### src/rtl/spi_psel_master.sv
module spi_psel_master #(
  parameter int HALF = 2
) (
  input  logic        clk,
  input  logic        rst_n,
  input  logic        wr_en,
  input  logic [2:0]  wr_addr,
  input  logic [31:0] wr_data,
  input  logic        rx_ack,
  output logic        tdre,
  output logic        rdrf,
  output logic [15:0] rx_data,
  output logic        sclk,
  output logic        mosi,
  input  logic        miso,
  output logic [3:0]  cs_n
);
  localparam int TW = (HALF < 2) ? 1 : $clog2(HALF);
  localparam logic [TW-1:0] TEND = TW'(HALF - 1);

  typedef enum logic [1:0] {S_IDLE, S_GAP, S_LOW, S_HIGH} st_t;

  function automatic logic [1:0] first_low(input logic [3:0] s);
    first_low = 2'd0;
    for (int i = 3; i >= 0; i--) if (!s[i]) first_low = 2'(i);
  endfunction

  function automatic logic [3:0] sel_lines(input logic [3:0] s);
    sel_lines = (&s) ? 4'hF : ~(4'b0001 << first_low(s));
  endfunction

  function automatic logic [4:0] width_of(input logic [3:0] c);
    width_of = (c > 4'd8) ? 5'd16 : 5'd8 + {1'b0, c};
  endfunction

  logic        var_mode;
  logic [3:0]  fix_sel;
  logic [3:0]  len_cfg [4];
  logic        hold_full, hold_last;
  logic [15:0] hold_data;
  logic [3:0]  hold_sel;
  st_t         st;
  logic [TW-1:0] tmr;
  logic [15:0] tx_sh, rx_sh;
  logic [4:0]  bits_left;
  logic [3:0]  act_sel, held_sel;
  logic        act_last, held;
  logic        unused_bits;

  wire tx_wr = wr_en && (wr_addr == 3'd1);
  wire load = (st == S_IDLE) && hold_full;
  wire tick = (tmr == TEND);
  wire word_done = (st == S_HIGH) && tick && (bits_left == 5'd1);
  wire [3:0] ld_sel = var_mode ? hold_sel : fix_sel;
  wire [4:0] ld_len = width_of(len_cfg[first_low(ld_sel)]);

  assign tdre = !hold_full;
  assign mosi = tx_sh[15];
  assign unused_bits = ^{wr_data[31:25], wr_data[23:20]};

  always_ff @(posedge clk) begin
    if (!rst_n) begin
      var_mode  <= 1'b0;
      fix_sel   <= 4'hF;
      for (int i = 0; i < 4; i++) len_cfg[i] <= 4'd0;
      hold_full <= 1'b0;
      hold_last <= 1'b0;
      hold_data <= 16'd0;
      hold_sel  <= 4'hF;
    end else begin
      if (wr_en) begin
        case (wr_addr)
          3'd0: begin
            var_mode <= wr_data[0];
            fix_sel  <= wr_data[19:16];
          end
          3'd1: begin
            hold_data <= wr_data[15:0];
            hold_sel  <= wr_data[19:16];
            hold_last <= wr_data[24];
          end
          3'd4, 3'd5, 3'd6, 3'd7: len_cfg[wr_addr[1:0]] <= wr_data[3:0];
          default: ;
        endcase
      end
      if (tx_wr) hold_full <= 1'b1;
      else if (load) hold_full <= 1'b0;
    end
  end

  always_ff @(posedge clk) begin
    if (!rst_n) begin
      st        <= S_IDLE;
      tmr       <= '0;
      tx_sh     <= 16'd0;
      rx_sh     <= 16'd0;
      bits_left <= 5'd0;
      act_sel   <= 4'hF;
      act_last  <= 1'b0;
      held      <= 1'b0;
      held_sel  <= 4'hF;
      sclk      <= 1'b0;
      cs_n      <= 4'hF;
      rdrf      <= 1'b0;
      rx_data   <= 16'd0;
    end else begin
      if (word_done) rdrf <= 1'b1;
      else if (rx_ack) rdrf <= 1'b0;

      if (st != S_IDLE) tmr <= tick ? '0 : tmr + 1'b1;

      case (st)
        S_IDLE: if (load) begin
          tmr       <= '0;
          tx_sh     <= hold_data << (5'd16 - ld_len);
          rx_sh     <= 16'd0;
          bits_left <= ld_len;
          act_sel   <= ld_sel;
          act_last  <= hold_last;
          if (held && held_sel != ld_sel) begin
            cs_n <= 4'hF;
            held <= 1'b0;
            st   <= S_GAP;
          end else begin
            cs_n <= sel_lines(ld_sel);
            st   <= S_LOW;
          end
        end
        S_GAP: if (tick) begin
          cs_n <= sel_lines(act_sel);
          st   <= S_LOW;
        end
        S_LOW: if (tick) begin
          sclk  <= 1'b1;
          rx_sh <= {rx_sh[14:0], miso};
          st    <= S_HIGH;
        end
        S_HIGH: if (tick) begin
          sclk <= 1'b0;
          if (bits_left == 5'd1) begin
            rx_data <= rx_sh;
            st      <= S_IDLE;
            if (act_last) begin
              cs_n <= 4'hF;
              held <= 1'b0;
            end else begin
              held     <= !(&act_sel);
              held_sel <= act_sel;
            end
          end else begin
            tx_sh     <= tx_sh << 1;
            bits_left <= bits_left - 5'd1;
            st        <= S_LOW;
          end
        end
        default: st <= S_IDLE;
      endcase
    end
  end

  p_one_line_r3: assert property (@(posedge clk) disable iff (!rst_n)
    $onehot0(~cs_n));
  p_cs_quiet_high_r6: assert property (@(posedge clk) disable iff (!rst_n)
    sclk |-> $stable(cs_n));
  p_mosi_low_only_r6: assert property (@(posedge clk) disable iff (!rst_n)
    !$stable(mosi) |-> !sclk);
  p_release_r7: assert property (@(posedge clk) disable iff (!rst_n)
    (word_done && act_last) |=> (cs_n == 4'hF));
  p_no_direct_switch_r8: assert property (@(posedge clk) disable iff (!rst_n)
    !$stable(cs_n) |-> (cs_n == 4'hF || $past(cs_n) == 4'hF));
  p_write_fills_r9: assert property (@(posedge clk) disable iff (!rst_n)
    tx_wr |=> !tdre);
  p_done_flags_r10: assert property (@(posedge clk) disable iff (!rst_n)
    word_done |=> rdrf);
endmodule

### config.mk
export PLATFORM = sky130hd
export DESIGN_NAME = spi_psel_master
export DESIGN_NICKNAME = d
export VERILOG_FILES = /design/src/rtl/spi_psel_master.sv
export SDC_FILE = /design/constraint.sdc
export NUM_CORES = 1
export LEC_CHECK = 0
export ABC_AREA = 1
export CAP_MARGIN = 20
export CORE_UTILIZATION = 45
export DETAILED_ROUTE_END_ITERATION = 16
export PLACE_DENSITY = 0.66
export SLEW_MARGIN = 20
export SYNTH_ARGS = -nofsm -noshare
export SYNTH_HDL_FRONTEND = slang
export SYNTH_SLANG_ARGS = --single-unit
### constraint.sdc
create_clock -name clk -period 3.3 [get_ports clk]
set_input_delay 0.495 -clock clk [delete_from_list [all_inputs] [get_ports clk]]
set_output_delay 0.495 -clock clk [all_outputs]
set_load 0.01 [all_outputs]
# Word-level counts from Yosys, hierarchy flattened
# Memories as Yosys holds them, arrays and structs flattened.
# Index checks and enable logic that the tools add are counted.
# W data, S select, Z words.
[op_classes]
shifts = 3
magnitude_cmp = 1
n_addsub = 4
eq_ne = 18
n_mux = 69
reduce_logical = 31
bitwise = 3
[op_table]
columns = ["op", "n"]
rows = [
  ["$mux W16", 5],
  ["$pmux W16 S2", 2],
  ["$mux W2", 22],
  ["$mux W4", 10],
  ["$mux W1", 21],
  ["$mux W5", 4],
  ["$reduce_and A4 Y1", 5],
  ["$shl A16 B5 Y16", 1],
  ["$eq A3 B3 Y1 const B", 4],
  ["$ne A2 B2 Y1 const B", 6],
  ["$pmux W4 S3", 1],
  ["$reduce_bool A2 Y1", 6],
  ["$pmux W5 S2", 1],
  ["$reduce_and A3 Y1", 3],
  ["$not A4 Y4", 2],
  ["$pmux W2 S4", 1],
  ["$reduce_or A4 Y1", 2],
  ["$shl A1 B2 Y4 const A", 2],
  ["$reduce_and A2 Y1", 3],
  ["$reduce_and A6 Y1", 1],
  ["$add A4 B4 Y5 const A", 1],
  ["$eq A5 B1 Y1 const B", 1],
  ["$logic_and A1 B1 Y1", 5],
  ["$reduce_and A5 Y1", 1],
  ["other kinds (15)", 19],
]
[totals]
mem_bits_rw = 16
elab_cells = 149
out_inout_bits = 24
input_bits = 40
memories = 1
regBits = 99
[memory_table]
columns = ["name", "words", "word_bits", "read_ports", "rd_clocked_by_memory_dff", "wr", "line", "rtl"]
rows = [
  ["len_cfg", 4, 4, 1, 0, 4, "38", "logic [3:0] len_cfg [4];"],
]

# Logic depth before layout (Yosys ltp)
[logic_depth]
word_depth = 15
mapped_depth = 22
ltp_nobuf = 20

# Least setup slack after synthesis
# No wires, ideal clock.
[synth_path]
path_type = "flip-flop to flip-flop"
startpoint = "register var_mode"
endpoint = "register tx_sh[13]"
setup_ns = 0.117
required_ns = 3.183
n_path_buf = 5
period_less_slack_ns = 2.701
slack_ns = 0.599
path_stages_with_launch = 21
arrival_time_ns = 2.584
path_cell_list = "dfxtp_1 -> buf_6 -> inv_6 -> nand2_4 -> nand2_4 -> nor2_8 -> nand2_4 -> nor2_4 -> nor2_2 -> nand2_4 -> buf_12 -> buf_8 -> nand2_1 -> ha_1 -> clkbuf_1 -> clkbuf_1 -> nand3_1 -> nand3_1 -> nand3_1 -> nor2_1 -> nor2_1"
[synth_between]
elab_chain_cells = 12
word_cells_on_any_way = 13
classes_between = "add/sub (2); order compare (1); shift (1); mux (8); memory (1)"
[synth_rtl]
columns = ["element", "line", "rtl"]
rows = [
  ["start: declaration", "36", "logic var_mode;"],
  ["start signal: assignment", "74", "var_mode <= wr_data[0];"],
  ["$mux W4 (*)", "54", "wire [3:0] ld_sel = var_mode ? hold_sel : fix_sel;"],
  ["$mux W2", "25", "for (int i = 3; i >= 0; i--) if (!s[i]) first_low = 2'(i);"],
  ["$mux W2 (2 in a row)", "--", ""],
  ["$mux W2 (*)", "25", ""],
  ["$mem_v2 Z4 W4 (*)", "--", ""],
  ["$add A4 B4 Y5 / $gt A4 B4 Y1 (equally long branches)", "33", "width_of = (c > 4'd8) ? 5'd16 : 5'd8 + {1'b0, c};"],
  ["$mux W5 (*)", "33", ""],
  ["$sub A5 B5 Y5 (*)", "115", "tx_sh <= hold_data << (5'd16 - ld_len);"],
  ["$shl A16 B5 Y16 (*)", "115", ""],
  ["$mux W16 (*)", "113", "S_IDLE: if (load) begin"],
  ["$pmux W16 S2 (*)", "112", "case (st)"],
  ["end signal: assignment", "115", ""],
  ["end signal: assignment", "151", "tx_sh <= tx_sh << 1;"],
  ["end: declaration", "44", "logic [15:0] tx_sh, rx_sh;"],
]
# Every way passes the cells marked *; elsewhere a longest branch is shown, timed or not. The select of a mux whose other input is x is not followed.
# A chain may end at the register's enable or synchronous reset.

# Final worst setup path
[layout_path]
startpoint = "register var_mode"
endpoint = "register tx_sh[8]"
# The elaborated chain is that of the path after synthesis.

==> flow_metrics.env <==
export IMPL_rrSetupSlack_ns=0.42
export IMPL_power_per_cell_area_nw_per_um2=625
export IMPL_instances_no_fill=1045
export IMPL_syn_nets=857
export IMPL_via_per_inst=5.24
export IMPL_whs_ns=0.472
export IMPL_hold_depth=2
export IMPL_slew_headroom=0.484
export IMPL_synth_seq_cells=115
export IMPL_yosys_area_top_type="dfxtp_1"
export IMPL_period_share=0.873
export IMPL_synth_top_cell_area_share=0.334
export IMPL_setup_violations=0
export IMPL_clock_skew_ns=0.00978
export IMPL_dieArea_sq_um=13600
export IMPL_clock_sinks=115
export IMPL_grt_pass1_vias=5256
export IMPL_final_common_cell="nand2_1"
export IMPL_n_antenna_cell=0
export IMPL_die_y_microns=117
export IMPL_synth_ff_type="dfxtp_1"
export IMPL_clk_insertion_delay_late_ns=0.42
export IMPL_ys_async_sr_fraction=0
export IMPL_drive_above_1_share=0.109
export IMPL_area_delta_synth_final_pct=20.4
export IMPL_clock_path_buffers=2
export IMPL_min_to="hold_data[11]$_SDFFE_PN0P_"
export IMPL_grt_util_all_layers=0.231
export IMPL_setup_tns_final_ns=0
export IMPL_dp_hpwl_microns=10100
export IMPL_drv_slew=0
export IMPL_cts_buffers=17
export IMPL_synth_distinct_cells=39
export IMPL_nFillCells=1267
export IMPL_die_w_microns=117
export IMPL_hold_violations=0
export IMPL_cts_resized=0
export IMPL_ant_nets=0
export IMPL_synthCells=814
export IMPL_antenna_found_initial=0
export IMPL_worst_pin_slew_ns=0.766
export IMPL_cp_start_kind="flip-flop"
export IMPL_r2r_end="tx_sh[8]$_SDFFE_PN0P_"
export IMPL_cp_end_kind="flip-flop"
export IMPL_root_buffer="clkbuf_16"
export IMPL_ir_drop_uv=396
export IMPL_dpl_cell_count=1013
export IMPL_rows=41
export IMPL_leakage_nw=3.20
export IMPL_crit_start="var_mode$_SDFFE_PN0P_"
export IMPL_htree_num_levels=4
export IMPL_num_io_pins=64
export IMPL_ys_top_cells_by_area="dfxtp_1 33%, nand2_1 8.7%, edfxtp_1 8.1%, nor2_1 7.4%, nand3_1 7.0%"
export IMPL_cap_violations=0
export IMPL_reg2reg_depth=16
export IMPL_crit_required_ns=3.65
export IMPL_vias=5471
export IMPL_status="finished, final reports clean"
export IMPL_grt_start_max_net_pins=85
export IMPL_power_total_mw=4.46
export IMPL_dr_first_iter_drc_count=372
export IMPL_r2r_start="var_mode$_SDFFE_PN0P_"
export IMPL_place_congestion=0.897
export IMPL_syn_area_sq_um=5930
export IMPL_ys_warn_count=0
export IMPL_syn_avg_cell_area_sq_um=7.28
export IMPL_post_cts_buffers=0
export IMPL_grt_first_pass_wirelength_microns=24100
export IMPL_clkTransAtPathRegs_ns=0.06
export IMPL_final_nets=903
export IMPL_hold_buffers=0
export IMPL_wirelength_microns=14700
export IMPL_critical_path_class="flip-flop to flip-flop"
export IMPL_wire_per_inst_microns=14.1
export IMPL_rsz0062_at_grt="no"
export IMPL_cts_tree="yes"
export IMPL_synth_edf_count=16
export IMPL_final_min_clock_period_ns=2.88
export IMPL_most_common_layout_cells="138 x nand2_1, 117 x nor2_1, 99 x dfxtp_1"
export IMPL_arrival_ns=3.23
export IMPL_drc=0
export IMPL_io_buffers=52
export IMPL_fmax_mhz=347
export IMPL_hp_start="hold_data[11]$_SDFFE_PN0P_"
export IMPL_grt_overflow=0
export IMPL_crit_fanout=13
export IMPL_hold_path_class="flip-flop to flip-flop"
export IMPL_coreArea_sq_um=12700
export IMPL_seq_area_frac_synth=0.415
export IMPL_start_util=0.466
export IMPL_firstDrtPassIters=5
[layer usage]
layer / routed length (microns) / track usage / vias to the layer above
met2: 7160 / 0.402 / 149
met3: 709 / 0.0628 / 36
met4: 366 / 0.0911 / 0
met5: 0 / 0 / -
met1: 6450 / 0.271 / 2497
li1: - / - / 2789
[sequential cells by signal, summed over array words and instances, names as in the netlist, 2 cells and up]
signal and count:
hold_data 16, len_cfg 16, rx_data 16, rx_sh 16
tx_sh 16, bits_left 5, act_sel 4, cs_n 4
fix_sel 4, held_sel 4, hold_sel 4, st 2
[per-stage QoR]
step / setup WS [ns] / utilization / instance area, sq um
6_report: 0.419 / 0.561 / 7130
2_1_floorplan: 0.599 / - / 5930
4_1_cts: 0.391 / 0.561 / 7130
5_1_grt: 0.129 / 0.561 / 7130
3_3_place_gp: 0.476 / 0.515 / 6550
3_5_place_dp: 0.407 / 0.515 / 6550
[cell usage after synthesis, types with 3 or more instances]
library cell / count
inv_1: 68
clkbuf_1: 29
nand3b_1: 6
o21ai_0: 79
inv_2: 4
o211ai_1: 11
o31ai_1: 3
nor2_1: 117
nor3_1: 5
nand4_1: 5
a21oi_1: 76
xor2_1: 5
dfxtp_1: 99
nand2_1: 138
nand2_2: 11
nor2_2: 4
ha_1: 3
edfxtp_1: 16
nand3_1: 83
nand3_2: 6
buf_2: 3
nor2_4: 6
nand2_4: 13
buf_6: 4
[kinds of logic (layout without fill, tap and decap cells)]
family,Yosys count,after routing,share of synthesized area
and+or+nand+nor,402,402,0.328
AOI/OAI and AO/OA,175,175,0.158
DFF,115,115,0.415
buffers and inverters,113,172,0.0827
xor gates and xnor gates,6,6,0.00887
adders and majority gates,3,3,0.00633
[critical path, stage by stage (launching register included)]
cell,delay (ns)
dfxtp_1,0.56
inv_6,0.10
nand2_1,0.08
nand2_1,0.12
nand2_1,0.10
nand2_1,0.06
nand2_2,0.14
nand3b_4,0.11
nand2_4,0.14
nand2_1,0.07
ha_1,0.31
inv_1,0.33
buf_4,0.20
nand3_1,0.10
o21ai_0,0.17
nand2_1,0.09
a21oi_1,0.12
[where the power goes]
part	internal, mW	switching, mW
sequential	1.53	0.0664
clock	1.12	0.684
combinational	0.376	0.685
total	3.02	1.44
[layout make-up]
| type | count | area [sq um] | area share |
|---|---|---|---|
| multi-input cells | 586 | 2970 | 0.417 |
| flip-flops and latches | 115 | 2460 | 0.345 |
| repair buffers | 65 | 613 | 0.0859 |
| clock buffers | 18 | 429 | 0.0602 |
| inverters | 75 | 287 | 0.0402 |
| well taps | 172 | 215 | 0.0302 |
| clock inverters | 14 | 153 | 0.0214 |
[worst max path at each step]
stage,to,cells past startpoint,slack [ns]
3_3_place_gp,tx_sh[11]$_SDFFE_PN0P_,17,0.48
2_1_floorplan,tx_sh[13]$_SDFFE_PN0P_,20,0.60
4_1_cts,tx_sh[11]$_SDFFE_PN0P_,17,0.39
3_5_place_dp,tx_sh[11]$_SDFFE_PN0P_,17,0.41
6_report,tx_sh[8]$_SDFFE_PN0P_,16,0.42
5_1_grt,tx_sh[11]$_SDFFE_PN0P_,17,0.13
(Power assumes the default switching activity.)
